==> src/rtl/npc_pkg.sv <==
package npc_pkg;

    // Control codes; values 9..15 are unused and behave as sequential
    typedef enum logic [3:0] {
        NPC_SEQ  = 4'd0,
        NPC_BEQ  = 4'd1,
        NPC_BNE  = 4'd2,
        NPC_BLEZ = 4'd3,
        NPC_BGTZ = 4'd4,
        NPC_JMP  = 4'd5,
        NPC_JAL  = 4'd6,
        NPC_JR   = 4'd7,
        NPC_JALR = 4'd8
    } npc_op_e;

    // Target source chosen by the selector
    typedef enum logic [1:0] {
        SRC_SEQ = 2'd0,
        SRC_BR  = 2'd1,
        SRC_RGN = 2'd2,
        SRC_REG = 2'd3
    } npc_src_e;

    function automatic npc_op_e npc_decode(input logic [3:0] raw);
        npc_op_e r;
        if (raw > 4'd8) r = NPC_SEQ;
        else            r = npc_op_e'(raw);
        return r;
    endfunction

    function automatic logic npc_is_link(input npc_op_e o);
        return (o == NPC_JAL) || (o == NPC_JALR);
    endfunction

endpackage

==> src/rtl/npc_cond.sv <==
module npc_cond
    import npc_pkg::*;
#(
    parameter int XLEN = 32
) (
    input  npc_op_e          op,
    input  logic [XLEN-1:0]  opa,
    input  logic [XLEN-1:0]  opb,
    output logic             is_branch,
    output logic             cond_ok
);
    logic eq;
    logic a_neg;
    logic a_zero;

    always_comb begin
        eq     = (opa == opb);
        a_neg  = opa[XLEN-1];
        a_zero = (opa == '0);
        is_branch = 1'b0;
        cond_ok   = 1'b0;
        unique case (op)
            NPC_BEQ:  begin is_branch = 1'b1; cond_ok = eq;                end
            NPC_BNE:  begin is_branch = 1'b1; cond_ok = !eq;               end
            NPC_BLEZ: begin is_branch = 1'b1; cond_ok = a_neg || a_zero;   end
            NPC_BGTZ: begin is_branch = 1'b1; cond_ok = !a_neg && !a_zero; end
            default:  begin is_branch = 1'b0; cond_ok = 1'b0;              end
        endcase
    end

endmodule

==> src/rtl/npc_target.sv <==
module npc_target #(
    parameter int XLEN  = 32,
    parameter int OFF_W = 16,
    parameter int IDX_W = 26,
    parameter int STEP  = 4
) (
    input  logic [XLEN-1:0]  pc,
    input  logic [OFF_W-1:0] br_off,
    input  logic [IDX_W-1:0] jmp_idx,
    output logic [XLEN-1:0]  seq_pc,
    output logic [XLEN-1:0]  br_pc,
    output logic [XLEN-1:0]  rgn_pc
);
    localparam int SH    = $clog2(STEP);
    localparam int RGN_W = XLEN - IDX_W - SH;
    localparam int EXT_W = XLEN - OFF_W - SH;

    logic [XLEN-1:0] disp;

    always_comb begin
        seq_pc = pc + XLEN'(STEP);
        disp   = {{EXT_W{br_off[OFF_W-1]}}, br_off, {SH{1'b0}}};
        br_pc  = seq_pc + disp;
    end

    generate
        if (RGN_W > 0) begin : g_region
            always_comb rgn_pc = {seq_pc[XLEN-1 -: RGN_W], jmp_idx, {SH{1'b0}}};
        end else begin : g_flat
            always_comb rgn_pc = {jmp_idx[XLEN-SH-1:0], {SH{1'b0}}};
        end
    endgenerate

endmodule

==> src/rtl/npc_link.sv <==
module npc_link
    import npc_pkg::*;
#(
    parameter int XLEN     = 32,
    parameter int RIDX_W   = 5,
    parameter int LINK_REG = 31
) (
    input  npc_op_e           op,
    input  logic [XLEN-1:0]   seq_pc,
    output logic              we,
    output logic [RIDX_W-1:0] idx,
    output logic [XLEN-1:0]   data
);
    always_comb begin
        we   = npc_is_link(op);
        idx  = we ? RIDX_W'(LINK_REG) : '0;
        data = we ? seq_pc : '0;
    end

endmodule

==> src/rtl/npc_unit.sv <==
module npc_unit
    import npc_pkg::*;
#(
    parameter int          XLEN     = 32,
    parameter int          OFF_W    = 16,
    parameter int          IDX_W    = 26,
    parameter int          STEP     = 4,
    parameter int          RIDX_W   = 5,
    parameter int          LINK_REG = 31,
    parameter logic [31:0] RESET_PC = 32'h0
) (
    input  logic              clk,
    input  logic              rst_n,
    input  logic [XLEN-1:0]   cur_pc,
    input  logic [OFF_W-1:0]  br_off,
    input  logic [IDX_W-1:0]  jmp_idx,
    input  logic [XLEN-1:0]   opa,
    input  logic [XLEN-1:0]   opb,
    input  logic [3:0]        op,
    output logic [XLEN-1:0]   nxt_pc,
    output logic              taken,
    output logic              link_we,
    output logic [RIDX_W-1:0] link_idx,
    output logic [XLEN-1:0]   link_data
);
    typedef struct packed {
        logic [XLEN-1:0]   pc;
        logic              taken;
        logic              link_we;
        logic [RIDX_W-1:0] link_idx;
        logic [XLEN-1:0]   link_data;
    } npc_state_t;

    npc_op_e          op_dec;
    logic             is_branch;
    logic             cond_ok;
    logic [XLEN-1:0]  seq_pc;
    logic [XLEN-1:0]  br_pc;
    logic [XLEN-1:0]  rgn_pc;
    logic             lk_we;
    logic [RIDX_W-1:0] lk_idx;
    logic [XLEN-1:0]  lk_data;
    npc_src_e         src;
    npc_state_t       st_d, st_q;

    assign op_dec = npc_decode(op);

    npc_cond #(.XLEN(XLEN)) u_cond (
        .op        (op_dec),
        .opa       (opa),
        .opb       (opb),
        .is_branch (is_branch),
        .cond_ok   (cond_ok)
    );

    npc_target #(.XLEN(XLEN), .OFF_W(OFF_W), .IDX_W(IDX_W), .STEP(STEP)) u_tgt (
        .pc      (cur_pc),
        .br_off  (br_off),
        .jmp_idx (jmp_idx),
        .seq_pc  (seq_pc),
        .br_pc   (br_pc),
        .rgn_pc  (rgn_pc)
    );

    npc_link #(.XLEN(XLEN), .RIDX_W(RIDX_W), .LINK_REG(LINK_REG)) u_link (
        .op     (op_dec),
        .seq_pc (seq_pc),
        .we     (lk_we),
        .idx    (lk_idx),
        .data   (lk_data)
    );

    // Source selection: branches only leave the sequential path when the
    // compare holds; all jump forms always leave it.
    always_comb begin
        unique case (op_dec)
            NPC_BEQ, NPC_BNE, NPC_BLEZ, NPC_BGTZ:
                src = (is_branch && cond_ok) ? SRC_BR : SRC_SEQ;
            NPC_JMP, NPC_JAL:   src = SRC_RGN;
            NPC_JR,  NPC_JALR:  src = SRC_REG;
            default:            src = SRC_SEQ;
        endcase
    end

    always_comb begin
        st_d = st_q;
        unique case (src)
            SRC_BR:  st_d.pc = br_pc;
            SRC_RGN: st_d.pc = rgn_pc;
            SRC_REG: st_d.pc = opa;
            default: st_d.pc = seq_pc;
        endcase
        st_d.taken     = (src != SRC_SEQ);
        st_d.link_we   = lk_we;
        st_d.link_idx  = lk_idx;
        st_d.link_data = lk_data;
    end

    always_ff @(posedge clk or negedge rst_n) begin
        if (!rst_n) begin
            st_q.pc        <= XLEN'(RESET_PC);
            st_q.taken     <= 1'b0;
            st_q.link_we   <= 1'b0;
            st_q.link_idx  <= '0;
            st_q.link_data <= '0;
        end else begin
            st_q <= st_d;
        end
    end

    assign nxt_pc    = st_q.pc;
    assign taken     = st_q.taken;
    assign link_we   = st_q.link_we;
    assign link_idx  = st_q.link_idx;
    assign link_data = st_q.link_data;

endmodule

==> config.mk <==
export PLATFORM = sky130hd
export DESIGN_NAME = npc_unit
export DESIGN_NICKNAME = d
export VERILOG_FILES = /design/src/rtl/npc_pkg.sv /design/src/rtl/npc_cond.sv /design/src/rtl/npc_target.sv /design/src/rtl/npc_link.sv /design/src/rtl/npc_unit.sv
export SDC_FILE = /design/constraint.sdc
export NUM_CORES = 1
export LEC_CHECK = 0
export BUFFER_PORTS_ARGS = -buffer_cell sky130_fd_sc_hd__clkbuf_2
export CORE_MARGIN = 1.5
export CORE_UTILIZATION = 35
export CTS_BUF_LIST = sky130_fd_sc_hd__clkbuf_4 sky130_fd_sc_hd__clkbuf_8
export CTS_CLUSTER_SIZE = 20
export DETAILED_ROUTE_END_ITERATION = 10
export PLACE_DENSITY = 0.66
export SYNTH_ARGS = -nofsm -noshare
export SYNTH_HDL_FRONTEND = slang
export SYNTH_HIERARCHICAL = 1
export SYNTH_SLANG_ARGS = --single-unit
==> constraint.sdc <==
create_clock -name clk -period 0.8 [get_ports clk]
set_input_delay 0.16 -clock clk [delete_from_list [all_inputs] [get_ports clk]]
set_output_delay 0.16 -clock clk [all_outputs]
set_load 0.02 [all_outputs]
Word-level counts from Yosys, hierarchy flattened
Index checks and enable logic that the tools add are counted.
W data, S select, Z words.
Storage, ports and cells
  register bits: 71
  input port bits: 144
  output and inout port bits: 71
  word-level logic and storage cells: 40
Cells by class
  add/subtract/negate cells: 2
  $lt $le $gt $ge: 1
  eq/ne operators: 12
  multiplexer cells: 8
  reduce and logical (&&, ||, !) cells: 12
Operators by type and width (number)
  $pmux W32 S3: 1
  $add A32 B3 Y32 const B: 1
  $add A32 B32 Y32: 1
  $eq A32 B32 Y1: 1
  $logic_not A32 Y1: 1
  $mux W32: 1
  $eq A4 B3 Y1 const B: 4
  $eq A4 B2 Y1 const B: 2
  $pmux W2 S3: 1
  $mux W5: 1
  $eq A2 B2 Y1 const B: 2
  $eq A4 B1 Y1 const B: 1
  $eq A4 B4 Y1 const B: 1
  $gt A4 B4 Y1 const B: 1
  $mux W4: 1
  $pmux W1 S4: 1
  $reduce_or A2 Y1: 2
  $reduce_or A4 Y1: 1
  $logic_not A1 Y1: 3
  $eq A2 B1 Y1 const B: 1
  $logic_and A1 B1 Y1: 2
  $logic_or A1 B1 Y1: 2
  $mux W1: 2
  $reduce_bool A2 Y1: 1

Depth between registers and ports, before layout
  depth after elaboration: 10
  mapped depth: 20
  depth with buffers taken out: 19

Modules after synthesis
The synthesis kept the hierarchy.
Modules (own cells, without submodules)
  npc_unit: instances 1, cells each 311, area each 3592.2 um^2, sequential area each 1776.7 um^2
  npc_target: instances 1, cells each 337, area each 2453.6 um^2, sequential area each 0.0 um^2
  npc_link: instances 1, cells each 82, area each 596.8 um^2, sequential area each 0.0 um^2
  npc_cond: instances 1, cells each 66, area each 484.2 um^2, sequential area each 0.0 um^2

Worst setup path before layout
No wires, ideal clock.
  path type: input port to flip-flop
  start point: input port cur_pc[4]
  end point: register st_q (netlist bit nxt_pc[31])
  setup time: 125 ps
  arrival: 3792 ps
  required time: 675 ps
  path slack: -3117 ps
  cell stages on the path: 20
  path buffers: 1
  path through: and4_4 > and4_4 > and2b_1 > nand2_1 > nor2_1 > nand2_1 > xnor2_1 > ha_1 > buf_6 > a21o_1 > a21o_1 > a21oi_2 > o21ai_1 > a221o_1 > a41oi_2 > xnor3_1 > nand2_1 > o21ai_0 > a221o_1 > mux2_4
RTL lines
  start, declared: line npc_unit.sv:14  | input logic [XLEN-1:0] cur_pc,
  end signal, assigned: line npc_unit.sv:107  | st_q <= st_d;
  end, declared: line npc_unit.sv:44  | npc_state_t st_d, st_q;

==> summary.txt <==
Critical path
  • CP endpoint kind: flip-flop
  • Worst path required time: 1070 ps
  • CP Data Arrival Time: between 3000 and 4000 ps
  • Critical path class: input pin to flip-flop
  • Critical Path Start Type: input pin
  • Worst setup path endpoint: nxt_pc[31]
  • Worst setup path startpoint: cur_pc[7]
  • Maximum fanout along the worst path: 4

Global route
  • GR Util met1: 0.393
  • GRT Max-Usage Layer: met2
  • Maximum number of pins on one net before global-route repair: 67
  • Vias in the first global route: 7651
  • Met3 Usage GRT: 0.0310
  • First-pass GRT wire length: 44.7 mm
  • Initial antenna violation count: 0
  • Residual overflow from global routing: 0
  • GR Layer Usage met2: 0.439
  • Total GRT Usage: 0.274

Synth
  • Distinct cells, synth: 65
  • Cell taking the most area after synthesis: dfrtp_1
  • Post-synth EDFFs: 0
  • Synth Warn #: 6
  • Avg Cell Area, Syn: 8.95 um2
  • Synth Instances: between 700 and 800
  • Post-Syn Area: 7130 um2
  • Synth area leaders: dfrtp_1 25%, xnor2_1 9.0%, mux2_4 6.1%
  • Synthesis-stage register bit count: 71
  • Sequential share of the synthesized area: 0.249
  • Yosys top cell area share: 0.249
  • Top-count cell post-synth: xnor2_1
  • Ys async rst share: 1.00
  • Prevailing post-synth register cell: dfrtp_1
  • Post-synth top cells: 73 x xnor2_1, 71 x dfrtp_1, 58 x nand2_1

CTS
  • TritonCTS Buffers: 9
  • CTS clock-pin slew for the worst setup and hold paths: 90 ps
  • Root Buffer: clkbuf_8
  • Clock tree buffer depth: 2
  • H-Tree Depth: 3
  • CTS Sinks: 71
  • CTS tree: built

Timing
  • Max frequency: between 200 and 300 MHz
  • Fin crit period: 3590 ps
  • Endpoints failing hold: 0
  • Setup_tns: -112870 ps
  • Slew margin rel.: 0.611
  • RSZ-0062 raised after global routing: true
  • Setup ws final: -2790 ps
  • Final setup vio count: roughly 140
  • Slew @ Worst Pin: 583 ps
  • Worst hold margin: 161 ps
  • Final Cycle Share: 4.49
  • Final max-slew violation count: 0

Floorplanning
  • Initial core utilization: 0.354
  • I/O pin total: 215
  • CORE AREA: 20100 um2
  • Std-Cell Rows: 52
  • Die X: 146 um
  • Die area: 21200 um2
  • Die Span Y: 146 um

Final layout
  • Non-filler instance count after layout: 1486
  • N_diodes: 0
  • FF/Latch Area: 1780 um2
  • Final instance area: between 10000 and 15000 um2
  • Area of the multi-input gates: 5830 um2
  • Fraction of layout cells with a size suffix above 1: 0.595
  • Area delta synth->final: 70.8%
  • Fillers: approximately 1600
  • Final layout net count: between 1000 and 1500

Place
  • GPL Wtd Cong: 0.897
  • DP HPWL: approximately 22 mm
  • Placed Area: 10200 um2
  • Port Buf Inserts: roughly 210
  • Placed insts: 1429

Status
  • Status: complete, but fails checks
  • Failing checks: negative setup slack

Routing
  • DRC: 0
  • Post-route ant nets: 0
  • Total Routed Length: 30.5 mm
  • WL/cell: 20.5 um
  • First-pass DRT Iterations: 5
  • Vias per cell: 5.43
  • DRT iter0 DRCs: 529
  • Vias post-DR: 8074

Pwr
  • Pwr Density: 1260 nW/um2
  • Peak VDD IR: 0.000634 V
  • Final Total Pwr: 15.3 mW
  • P_leak: 5.63 nW

Hold path
  • HP Class: input pin to flip-flop

Job
  • # Max-Cap Violations: 0
==> final cells by class <==
| class | count | area share |
|---|---|---|
| Sequential cell | 71 | 0.146 |
| Tap cell | 270 | 0.0278 |
| Multi-Input combinational cell | 624 | 0.479 |
| Clock inverter | 5 | 0.00463 |
| Clock buffer | 11 | 0.0124 |
| Timing Repair Buffer | 497 | 0.328 |
| Inverter | 8 | 0.00267 |
==> through the flow <==
| step | setup WS (ps) | utilization |
|---|---|---|
| after floorplan | -2860 | - |
| after global placement | -2990 | 0.507 |
| after detailed placement | -3100 | 0.507 |
| after CTS | -2630 | 0.562 |
| after global routing | -2900 | 0.605 |
| final | -2790 | 0.605 |
==> where the power goes <==
part / internal (mW) / total (mW) / switching (mW)
logic: 4.17 / 8.08 / 3.91
clock network: 1.61 / 3.22 / 1.61
registers: 3.87 / 4.02 / 0.153
==> how the worst min path moves through the flow <==
stage | start | endpoint | slack (ps) | cells after the start
after floorplan | rst_n | link_data[0] | -140 | 0
after global placement | rst_n | link_data[7] | 30 | 1
after detailed placement | rst_n | link_data[7] | 30 | 1
after CTS | cur_pc[1] | nxt_pc[1] | 150 | 3
after global routing | cur_pc[1] | nxt_pc[1] | 160 | 3
final | cur_pc[1] | nxt_pc[1] | 160 | 3
==> cell usage in the layout, fill, tap and decap left out, drive strengths merged, types with 4 or more instances in the layout <==
cell	instances
nor2	29
nor3	7
inv	8
clkbuf	147
nand2	59
ha	33
buf	360
and4	6
and2	6
nand3	45
xor2	15
a21oi	69
nand4	24
nor4	10
a221o	33
dfrtp	71
nand2b	33
a32o	32
o21bai	4
a21o	24
o21ai	50
xnor2	73
mux2	32
==> cells by family after synthesis <==
| family | count (synthesis) | synth area share |
|---|---|---|
| AO/OA/AOI/OAI | 234 | 0.249 |
| AND/OR/NAND/NOR | 231 | 0.170 |
| buffers and inverters | 102 | 0.0902 |
| XOR/XNOR | 89 | 0.111 |
| flip-flops | 71 | 0.249 |
| adder cells (fa/ha/maj) | 35 | 0.0623 |
| multiplexers | 33 | 0.0672 |
| other | 1 | 0.000526 |
==> worst max-delay path, stage by stage <==
cell and delay, ps:
buf_6 80, and4_4 230, and4_4 280, and2b_2 200, buf_6 110, inv_4 30, nor3_4 250, buf_4 150
nand4_1 150, xnor2_2 270, ha_1 280, and4_1 170, a221o_1 330, a41oi_2 170, xnor3_1 260, nand2_1 70
o21ai_1 60, a221o_1 330, mux2_4 260
==> metal layers <==
layer  up-vias  wire [um]
met4         0        653
met1      3912      13300
met2       389      14300
li1       3735          -
met5         -          0
met3        38       2240
==> state kept, by name, indices dropped and copies added (netlist names) <==
name	flops
link_data	32
link_idx	5
nxt_pc	32
link_we	1
taken	1
==> repair_timing <==
item | 4_1_cts | 5_1_grt
buffers inserted | 26 | 15
hold buffers | 1 | 0
pin swaps | 49 | 43
setup endpoints to repair | 142 | 142
gates cloned | 6 | 0
hold endpoints to repair | 71 | 0
resized for setup | 105 | 279
Note: power is estimated with default switching activity, not from simulation.
